[src/rtl/bfu_pkg.sv]
package bfu_pkg;
   typedef enum logic [2:0] {
      BF_TEST = 3'd0,
      BF_CLEAR = 3'd1,
      BF_SET = 3'd2,
      BF_FLIP = 3'd3,
      BF_XSGN = 3'd4,
      BF_XUNS = 3'd5,
      BF_PUT = 3'd6,
      BF_SCAN = 3'd7
   } bf_op_e;
endpackage

[src/rtl/bfu_rotate.sv]
module bfu_rotate #(
   parameter int DW = 32,
   parameter bit LEFT = 1'b1
) (
   input  logic [DW-1:0]         data_i,
   input  logic [$clog2(DW)-1:0] amt_i,
   output logic [DW-1:0]         data_o
);
   localparam int AW = $clog2(DW);

   logic [DW-1:0] stage [AW+1];
   assign stage[0] = data_i;

   for (genvar k = 0; k < AW; k++) begin : g_stage
      localparam int SH = 1 << k;
      logic [DW-1:0] turned;
      if (LEFT) begin : g_left
         assign turned = {stage[k][DW-1-SH:0], stage[k][DW-1:DW-SH]};
      end else begin : g_right
         assign turned = {stage[k][SH-1:0], stage[k][DW-1:SH]};
      end
      assign stage[k+1] = amt_i[k] ? turned : stage[k];
   end

   assign data_o = stage[AW];
endmodule

[src/rtl/bfu_mask.sv]
module bfu_mask #(
   parameter int DW = 32
) (
   input  logic [$clog2(DW)-1:0] code_i,
   output logic [$clog2(DW):0]   len_o,
   output logic [DW-1:0]         low_o,
   output logic [DW-1:0]         top_o
);
   localparam int AW = $clog2(DW);
   localparam int WW = AW + 1;

   assign len_o = (code_i == '0) ? WW'(DW) : {1'b0, code_i};

   for (genvar i = 0; i < DW; i++) begin : g_bit
      assign low_o[i] = (WW'(i) < len_o);
      assign top_o[i] = (WW'(DW - 1 - i) < len_o);
   end
endmodule

[src/rtl/bfu_lzc.sv]
module bfu_lzc #(
   parameter int DW = 32
) (
   input  logic [DW-1:0]         data_i,
   output logic [$clog2(DW)-1:0] count_o,
   output logic                  none_o
);
   localparam int AW = $clog2(DW);

   always_comb begin
      count_o = '0;
      for (int i = 0; i < DW; i++) begin
         if (data_i[i]) count_o = AW'(DW - 1 - i);
      end
   end

   assign none_o = (data_i == '0);
endmodule

[src/rtl/bfu_unit.sv]
module bfu_unit #(
   parameter int DW = 32
) (
   input  logic                  clk,
   input  logic                  rst_n,
   input  logic                  in_valid,
   input  logic [2:0]            in_op,
   input  logic [DW-1:0]         in_word,
   input  logic [$clog2(DW)-1:0] in_offset,
   input  logic [$clog2(DW)-1:0] in_width,
   input  logic [DW-1:0]         in_src,
   output logic                  out_valid,
   output logic [DW-1:0]         out_word,
   output logic [DW-1:0]         out_reg,
   output logic                  out_n,
   output logic                  out_z,
   output logic                  out_v,
   output logic                  out_c
);
   import bfu_pkg::*;

   localparam int AW = $clog2(DW);
   localparam int WW = AW + 1;

   if (DW < 8 || (DW & (DW - 1)) != 0) begin : g_bad_dw
      $error("bfu_unit: DW must be a power of two of at least 8");
   end

   bf_op_e op;
   assign op = bf_op_e'(in_op);

   logic [DW-1:0] rot_w, fmask_top, fmask_low, word_mask;
   logic [DW-1:0] fld_hit, repl_top, repl_word, new_word;
   logic [DW-1:0] ins_top, msb_pick, xuns, xsgn, scan_val, reg_val;
   logic [WW-1:0] wlen, rsh;
   logic [AW-1:0] lz;
   logic          fld_zero, fld_msb, ins_zero, ins_msb, flag_n, flag_z;

   // field MSB moved to the top bit
   bfu_rotate #(.DW(DW), .LEFT(1'b1)) u_rot_in (
      .data_i(in_word), .amt_i(in_offset), .data_o(rot_w));

   bfu_mask #(.DW(DW)) u_mask (
      .code_i(in_width), .len_o(wlen), .low_o(fmask_low), .top_o(fmask_top));

   assign rsh      = WW'(DW) - wlen;
   assign fld_hit  = rot_w & fmask_top;
   assign fld_msb  = rot_w[DW-1];
   assign ins_top  = in_src << rsh;
   assign msb_pick = fmask_low & ~(fmask_low >> 1);
   assign ins_msb  = |(in_src & msb_pick);
   assign ins_zero = ((in_src & fmask_low) == '0);

   bfu_lzc #(.DW(DW)) u_lzc (
      .data_i(fld_hit), .count_o(lz), .none_o(fld_zero));

   always_comb begin
      unique case (op)
         BF_CLEAR: repl_top = '0;
         BF_SET:   repl_top = '1;
         BF_FLIP:  repl_top = ~rot_w;
         BF_PUT:   repl_top = ins_top;
         default:  repl_top = rot_w;
      endcase
   end

   // field mask and replacement back to operand positions
   bfu_rotate #(.DW(DW), .LEFT(1'b0)) u_rot_mask (
      .data_i(fmask_top), .amt_i(in_offset), .data_o(word_mask));
   bfu_rotate #(.DW(DW), .LEFT(1'b0)) u_rot_repl (
      .data_i(repl_top), .amt_i(in_offset), .data_o(repl_word));

   assign new_word = (in_word & ~word_mask) | (repl_word & word_mask);

   assign xuns     = rot_w >> rsh;
   assign xsgn     = DW'($signed(rot_w) >>> rsh);
   assign scan_val = DW'(in_offset) + (fld_zero ? DW'(wlen) : DW'(lz));

   always_comb begin
      unique case (op)
         BF_XSGN: reg_val = xsgn;
         BF_XUNS: reg_val = xuns;
         BF_SCAN: reg_val = scan_val;
         default: reg_val = '0;
      endcase
   end

   assign flag_n = (op == BF_PUT) ? ins_msb  : fld_msb;
   assign flag_z = (op == BF_PUT) ? ins_zero : fld_zero;

   always_ff @(posedge clk) begin
      if (!rst_n) begin
         out_valid <= 1'b0;
         out_word  <= '0;
         out_reg   <= '0;
         out_n     <= 1'b0;
         out_z     <= 1'b0;
      end else begin
         out_valid <= in_valid;
         if (in_valid) begin
            out_word <= new_word;
            out_reg  <= reg_val;
            out_n    <= flag_n;
            out_z    <= flag_z;
         end
      end
   end

   assign out_v = 1'b0;
   assign out_c = 1'b0;

   p_valid_delay_r1: assert property (@(posedge clk) disable iff (!rst_n)
      in_valid |=> out_valid);

   p_outside_kept_r6: assert property (@(posedge clk) disable iff (!rst_n)
      in_valid |=> ((out_word & ~$past(word_mask)) == ($past(in_word) & ~$past(word_mask))));

   p_clear_zero_r6: assert property (@(posedge clk) disable iff (!rst_n)
      (in_valid && op == BF_CLEAR) |=> ((out_word & $past(word_mask)) == '0));

   p_set_ones_r6: assert property (@(posedge clk) disable iff (!rst_n)
      (in_valid && op == BF_SET) |=> ((out_word & $past(word_mask)) == $past(word_mask)));

   p_word_same_r5: assert property (@(posedge clk) disable iff (!rst_n)
      (in_valid && (op == BF_TEST || op == BF_XSGN || op == BF_XUNS || op == BF_SCAN))
      |=> (out_word == $past(in_word)));

   p_sext_top_r7: assert property (@(posedge clk) disable iff (!rst_n)
      (in_valid && op == BF_XSGN) |=> (out_reg[DW-1] == $past(fld_msb)));

   p_scan_empty_r9: assert property (@(posedge clk) disable iff (!rst_n)
      (in_valid && op == BF_SCAN && fld_zero) |=> out_z);
endmodule

[config.mk]
export PLATFORM = sky130hd
export DESIGN_NAME = bfu_unit
export DESIGN_NICKNAME = d
export VERILOG_FILES = /design/src/rtl/bfu_pkg.sv /design/src/rtl/bfu_rotate.sv /design/src/rtl/bfu_mask.sv /design/src/rtl/bfu_lzc.sv /design/src/rtl/bfu_unit.sv
export SDC_FILE = /design/constraint.sdc
export NUM_CORES = 1
export LEC_CHECK = 0
export BUFFER_PORTS_ARGS = -buffer_cell sky130_fd_sc_hd__buf_2
export CAP_MARGIN = 25
export CORE_ASPECT_RATIO = 1.1
export CORE_MARGIN = 3
export CORE_UTILIZATION = 39
export DETAILED_ROUTE_END_ITERATION = 6
export PLACE_DENSITY = 0.59
export SLEW_MARGIN = 20
export SYNTH_ARGS = -nofsm -noshare
export SYNTH_HDL_FRONTEND = slang
export SYNTH_HIERARCHICAL = 1
export SYNTH_SLANG_ARGS = --single-unit
[constraint.sdc]
create_clock -name clk -period 11.5 [get_ports clk]
set_input_delay 1.725 -clock clk [delete_from_list [all_inputs] [get_ports clk]]
set_output_delay 1.725 -clock clk [all_outputs]
set_load 0.01 [all_outputs]
# Yosys cells after proc, flatten, opt, wreduce, memory -nomap -nowiden
# Index checks and enable logic that the tools add are counted.
word_totals:
  reg_bits: 67
  in_bits: 80
  output_inout_bits: 69
  word_cells: 116
classes:
  n_addsub: 2
  n_lt_le_gt_ge: 32
  n_eq_ne: 7
  shift: 3
  mux: 53
  bitwise_logic: 10
  n_reduce_logical: 4
ops:
  columns: ["cell", "count"]
  rows:
  - ["two-way mux 32 bit", 15]
  - ["bitwise AND 32 bit", 6]
  - ["two-way mux 5 bit", 32]
  - ["case mux 32 bit (4 select lines)", 1]
  - ["less-than comparator 5 x 6 -> 1 bit, first input constant", 16]
  - ["case mux 32 bit (3 select lines)", 1]
  - ["zero test 32 bit", 2]
  - ["inverter 32 bit", 2]
  - ["less-than comparator 4 x 6 -> 1 bit, first input constant", 8]
  - ["inverter 31 -> 32 bit", 1]
  - ["OR 32 bit", 1]
  - ["OR reduction 32 bit", 1]
  - ["<< shifter 32 x 6 -> 32 bit", 1]
  - [">> shifter 32 x 6 -> 32 bit", 1]
  - [">>> shifter 32 x 6 -> 32 bit", 1]
  - ["less-than comparator 3 x 6 -> 1 bit, first input constant", 4]
  - ["== test 3 bit, second input constant", 4]
  - ["less-than comparator 1 x 6 -> 1 bit, first input constant", 2]
  - ["less-than comparator 2 x 6 -> 1 bit, first input constant", 2]
  - ["two-way mux 6 bit", 2]
  - ["adder 5 x 6 -> 7 bit", 1]
  - ["== test 3 x 2 -> 1 bit, second input constant", 2]
  - ["subtractor 6 bit, first input constant", 1]
  - ["zero test 5 bit", 1]
  - ["other kinds (2)", 3]

# Depth between registers and ports, before layout
logic_depth:
  depth_word: 41
  ltp_mapped: 23

# By module
# The synthesis kept the hierarchy.
by_module_without_submodules:
  columns: ["mod", "instances", "cells_per_inst", "area_each_um2", "seq_area_each_um2"]
  rows:
  - ["bfu_unit", 1, 1060, 8344.3, 1341.3]
  - ["bfu_rotate at u_rot_mask ...", 2, 116, 1949.4, 0.0]
  - ["bfu_rotate at u_rot_in", 1, 116, 1948.1, 0.0]
  - ["bfu_mask", 1, 109, 684.4, 0.0]
  - ["bfu_lzc", 1, 69, 380.4, 0.0]

# Worst setup path after synthesis
# Ideal clock, no wire load.
synth_path:
  path_kind: "input to register"
  from: "input port in_offset[0]"
  to: "register out_reg[4]"
  arrival_ps: 6830
  t_required_ps: 11381
  path_slack_ps: 4552
  cell_stages: 22
  n_path_buf: 6
  cell_sequence: "clkbuf_1 -> buf_1 -> clkbuf_1 -> mux4_2 -> mux2_2 -> clkbuf_1 -> clkbuf_1 -> and2_1 -> nor2_1 -> nand3_1 -> or3_4 -> nor4_2 -> clkbuf_1 -> mux2_2 -> ha_1 -> fa_1 -> a21o_1 -> a21oi_1 -> xnor2_1 -> a211oi_1 -> o21ai_0 -> o221a_2"
synth_lines:
  columns: ["item", "line", "text"]
  rows:
  - ["start: declaration", "bfu_unit.sv:9", "input logic [$clog2(DW)-1:0] in_offset,"]
  - ["two-way mux 32 bit (5 in series)", "bfu_rotate.sv:22", "assign stage[k+1] = amt_i[k] ? turned : stage[k];"]
  - ["named net rot_w[31]", "bfu_unit.sv:32", "logic [DW-1:0] rot_w, fmask_top, fmask_low, word_mask;"]
  - ["bitwise AND 32 bit", "bfu_unit.sv:47", "assign fld_hit = rot_w & fmask_top;"]
  - ["named net fld_hit[31]", "bfu_unit.sv:33", "logic [DW-1:0] fld_hit, repl_top, repl_word, new_word;"]
  - ["zero test 32 bit", "bfu_lzc.sv:17", "assign none_o = (data_i == '0);"]
  - ["named net fld_zero", "bfu_unit.sv:37", "logic fld_zero, fld_msb, ins_zero, ins_msb, flag_n, flag_z;"]
  - ["two-way mux 6 bit", "bfu_unit.sv:77", "assign scan_val = DW'(in_offset) + (fld_zero ? DW'(wlen) : DW'(lz));"]
  - ["adder 5 x 6 -> 7 bit", "bfu_unit.sv:77", null]
  - ["case mux 32 bit (3 select lines)", "bfu_unit.sv:80", "unique case (op)"]
  - ["end signal: assignment", "bfu_unit.sv:102", "out_reg <= reg_val;"]
  - ["end: declaration", "bfu_unit.sv:14", "output logic [DW-1:0] out_reg,"]
# The timed path passes the listed nets, and every way through them passes these cells.
# A chain may end at the register's enable or synchronous reset.

# Worst setup path after layout
layout_path:
  from: "input port in_offset[3]"
  to: "register out_reg[4]"
layout_lines:
  columns: ["item", "line"]
  rows:
  - ["two-way mux 32 bit (2 in series)", "bfu_rotate.sv:22"]
  - ["named net rot_w[31]", "bfu_unit.sv:32"]
  - ["bitwise AND 32 bit", "bfu_unit.sv:47"]
  - ["named net fld_hit[31]", "bfu_unit.sv:33"]
  - ["zero test 32 bit", "bfu_lzc.sv:17"]
  - ["named net fld_zero", "bfu_unit.sv:37"]
  - ["two-way mux 6 bit", "bfu_unit.sv:77"]
  - ["adder 5 x 6 -> 7 bit", "bfu_unit.sv:77"]
  - ["case mux 32 bit (3 select lines)", "bfu_unit.sv:80"]
# The timed path passes the listed nets, and every way through them passes these cells.

==> impl_metrics.prom <==
# TYPE chip_impl_metric gauge
chip_impl_metric{name="cpPeakStageDelay",unit="ns"} 0.76
chip_impl_info{name="cts_tree",value="yes"} 1
chip_impl_info{name="synth.top_cells.by_area",value="mux4_2 34%, dfxtp_1 8.8%, mux2_2 8.6%, mux2i_1 5.6%, nand2_1 3.1%"} 1
chip_impl_metric{name="global_route.overflow_total",unit=""} 0
chip_impl_metric{name="worst_setup_hold_path_clk_slew",unit="ns"} 0.06
chip_impl_metric{name="netlist-cell-type-count",unit=""} 85
chip_impl_metric{name="power-per-cell-area",unit="nW/um^2"} 110
chip_impl_metric{name="layout.nets",unit=""} 1650
chip_impl_metric{name="number_of_global_route_vias_before_repair",unit=""} 14000
chip_impl_metric{name="grt_start_max_net_pins",unit=""} 79
chip_impl_metric{name="hold-path-cell-count",unit=""} 2
chip_impl_metric{name="grt_util_all_layers",unit="%"} 29.8
chip_impl_metric{name="cp.required",unit="ns"} 11.75
chip_impl_metric{name="synth_seq_cells",unit=""} 67
chip_impl_metric{name="yosysTopAreaCellShare",unit="%"} 34.2
chip_impl_metric{name="synth-seq-area-share",unit="%"} 8.79
chip_impl_info{name="crit_family",value="multiplexers"} 1
chip_impl_info{name="synthFlopType",value="dfxtp_1"} 1
chip_impl_metric{name="worst-r2r-cell-count",unit=""} 4
chip_impl_metric{name="die_width",unit="um"} 195
chip_impl_info{name="holdCritPathClass",value="flip-flop to flip-flop"} 1
chip_impl_info{name="post-synth-top-area-cell",value="mux4_2"} 1
chip_impl_metric{name="clock_sink_count",unit=""} 67
chip_impl_metric{name="critical_path.max_fanout",unit=""} 72
chip_impl_metric{name="totalNegativeSetupSlack",unit="ns"} 0
chip_impl_metric{name="detailedRoute.firstIterationViolations",unit=""} 2237
chip_impl_metric{name="totalWireLength",unit="um"} 64200
chip_impl_metric{name="core_region_area",unit="um^2"} 38400
chip_impl_metric{name="holdBufCountCts",unit=""} 0
chip_impl_metric{name="finalCriticalPeriod",unit="ns"} 7.87
chip_impl_metric{name="synth_enable_flop_cells",unit=""} 0
chip_impl_metric{name="pin_count",unit=""} 149
chip_impl_metric{name="power.leakage",unit="nW"} 5.78
chip_impl_metric{name="grt_first_pass_wirelength",unit="um"} 93800
chip_impl_info{name="post_synth_most_frequent_cells",value="232 x mux4_2, 124 x nand2_1, 124 x nor2_1, 117 x mux2_2, 87 x clkbuf_1"} 1
chip_impl_metric{name="yosys_warnings",unit=""} 6
chip_impl_metric{name="maxSlewHeadroom",unit="%"} 23.6
chip_impl_metric{name="die_area",unit="um^2"} 41500
chip_impl_metric{name="drt_pass1_iterations",unit=""} 7
chip_impl_info{name="rsz_0062_raised_after_global_routing",value="no"} 1
chip_impl_metric{name="vias",unit=""} 15100
chip_impl_metric{name="wl_per_cell",unit="um"} 31.0
chip_impl_metric{name="clock.fmax",unit="MHz"} 127
chip_impl_metric{name="bufs_on_longest_clock_path",unit=""} 2
chip_impl_metric{name="syn_area_per_cell",unit="um^2"} 9.62
chip_impl_metric{name="post-cts-setup-buffers",unit=""} 0
chip_impl_metric{name="maxSlewViolCount",unit=""} 0
chip_impl_info{name="outcome",value="finished, violations left"} 1
chip_impl_metric{name="timing_worst_slew_pin_value",unit="ns"} 1.15
chip_impl_metric{name="post_dr_vias_cell",unit=""} 7.31
chip_impl_metric{name="clk-insertion-delay-late",unit="ns"} 0.35
chip_impl_metric{name="floorplan.initialDensity",unit="%"} 39.7
chip_impl_metric{name="htree_num_levels",unit=""} 3
chip_impl_info{name="worstPathCellList",value="buf_4 -> buf_4 -> mux4_2 -> mux4_2 -> mux2_2 -> and2_1 -> nor2_1 -> nand3_1 -> or3_4 -> nor4_2 -> clkbuf_4 -> mux2_2 -> ha_1 -> fa_1 -> a21o_1 -> a21oi_1 -> xnor2_1 -> a211oi_1 -> o21ai_0 -> o221a_2"} 1
chip_impl_metric{name="fp.dieH",unit="um"} 213
chip_impl_metric{name="route.antenna.remaining_nets",unit=""} 0
chip_impl_metric{name="fraction_of_layout_instances_using_a_drive_strength_above_1",unit="%"} 37.6
chip_impl_metric{name="postSynth.asyncResetShare",unit="%"} 0
chip_impl_metric{name="final-hold-violation-count",unit=""} 0
chip_impl_metric{name="cp.arrival",unit="ns"} 8.12
chip_impl_metric{name="maxCapViolCount",unit=""} 0
chip_impl_metric{name="cts-buffers-inserted",unit=""} 9
chip_impl_info{name="slowest_stage",value="buf_4"} 1
chip_impl_info{name="synthMostInstantiatedCell",value="mux4_2"} 1
chip_impl_info{name="violations",value="DRC"} 1
chip_impl_metric{name="cts_repair_resize_count",unit=""} 0
chip_impl_metric{name="detailedPlacementHpwl",unit="um"} 49100
chip_impl_metric{name="finalClockSkew",unit="ns"} 0
chip_impl_metric{name="crit_cells",unit=""} 20
chip_impl_metric{name="routabilityCongestion",unit=""} 1.05
chip_impl_metric{name="n_fill_cell",unit=""} 3720
chip_impl_info{name="cts-root-buf",value="clkbuf_16"} 1
chip_impl_metric{name="row_count",unit=""} 75
chip_impl_metric{name="grt_antenna_before_repair",unit=""} 1
chip_impl_metric{name="layout_worst_path_cycle_share",unit="%"} 68.5
chip_impl_metric{name="report.final.setup_viol",unit=""} 0
chip_impl_metric{name="antenna-diode-count",unit=""} 0
chip_impl_metric{name="synth_cells",unit=""} 1586
chip_impl_info{name="end_kind",value="flip-flop"} 1
chip_impl_metric{name="power.ir.vdd_worst",unit="mV"} 0.0872
chip_impl_info{name="critPathLaunchType",value="primary input"} 1
chip_impl_metric{name="area_growth",unit="%"} 5.18
chip_impl_metric{name="worst-path-buf-inv",unit=""} 3
chip_impl_metric{name="number_of_remaining_drc_errors",unit=""} 23
chip_impl_metric{name="place.port_buffers",unit=""} 146
chip_impl_metric{name="synthesis.area",unit="um^2"} 15300
chip_impl_info{name="worst_setup_path_class",value="primary input to flip-flop"} 1
chip_impl_metric{name="total_power",unit="mW"} 1.76
==> cell type report <==
cell class / instances / area (um^2) / area share (%)
Multi-Input combinational cell: 1294 / 12700 / 79.0
Inverter: 19 / 71.3 / 0.444
Sequential cell: 67 / 1340 / 8.36
Timing Repair Buffer: 172 / 961 / 5.99
Clock inverter: 6 / 138 / 0.858
Clock buffer: 10 / 229 / 1.43
Tap cell: 500 / 626 / 3.90
==> stage by stage <==
stage                     cells  setup slack [ns]  area (um^2)  hold WS (ns)  utilization [%]
after CTS                  2066              3.40        16000         0.466             41.7
after global routing       2068              3.32        16000         0.487             41.8
after detailed placement   2050              3.06        15600         0.447             40.8
after floorplan            1588              4.55        15300         0.486                -
after global placement     2049              3.09        15600         0.439             40.7
final                      2068              3.63        16000         0.462             41.8
==> placed cells by master (no fill, tap or decap), drive strengths merged, types with 23 or more instances in the layout <==
cell type,count
a211oi,46
a21oi,87
nor3,24
o21ai,78
dfxtp,67
o22ai,23
buf,171
nand3,35
nand2,126
and2,36
nor2,129
mux2,117
o211ai,23
mux4,237
mux2i,85
==> power by group <==
part           leakage [nW]  total (mW)  switching (mW)  internal (mW)
Clock                 0.177       0.347           0.113          0.234
Combinational          5.06        1.16           0.669          0.489
Sequential            0.549       0.256         0.00786          0.248
==> metal layers <==
layer | wire (um) | vias up | GRT usage [%]
met5 | 13 | - | 0
li1 | - | 6289 | -
met3 | 6410 | 239 | 5.23
met4 | 3980 | 2 | 14.4
met2 | 29800 | 1130 | 49.4
met1 | 24000 | 7463 | 38.0
==> path summary, 6_finish.rpt <==
kind,slack [ns],start,endpoint
hold / removal,0.46,out_reg[31]$_SDFFE_PN0P_,out_reg[31]$_SDFFE_PN0P_
hold reg to reg,0.46,out_reg[31]$_SDFFE_PN0P_,out_reg[31]$_SDFFE_PN0P_
setup / recovery,3.63,in_offset[3],out_reg[4]$_SDFFE_PN0P_
setup reg to reg,10.35,out_reg[8]$_SDFFE_PN0P_,out_reg[8]$_SDFFE_PN0P_
==> kinds of logic after synthesis <==
kind of cell	Yosys count	synth area share, %
buffers and inverters	227	8.46
xor gates and xnor gates	22	1.31
and+or+nand+nor	431	14.0
muxes	439	49.3
DFF	67	8.79
other	2	0.0492
adders and majority gates	7	0.623
AOI/OAI and AO/OA	391	17.4
==> worst min-delay path: cells and delay by family (launching register included) <==
kind               cells  cell delay [ns]
DFF                    1             0.31
AOI/OAI and AO/OA      1             0.05
and+or+nand+nor        1             0.06
No activity file was read; power rests on OpenSTA's default activity.
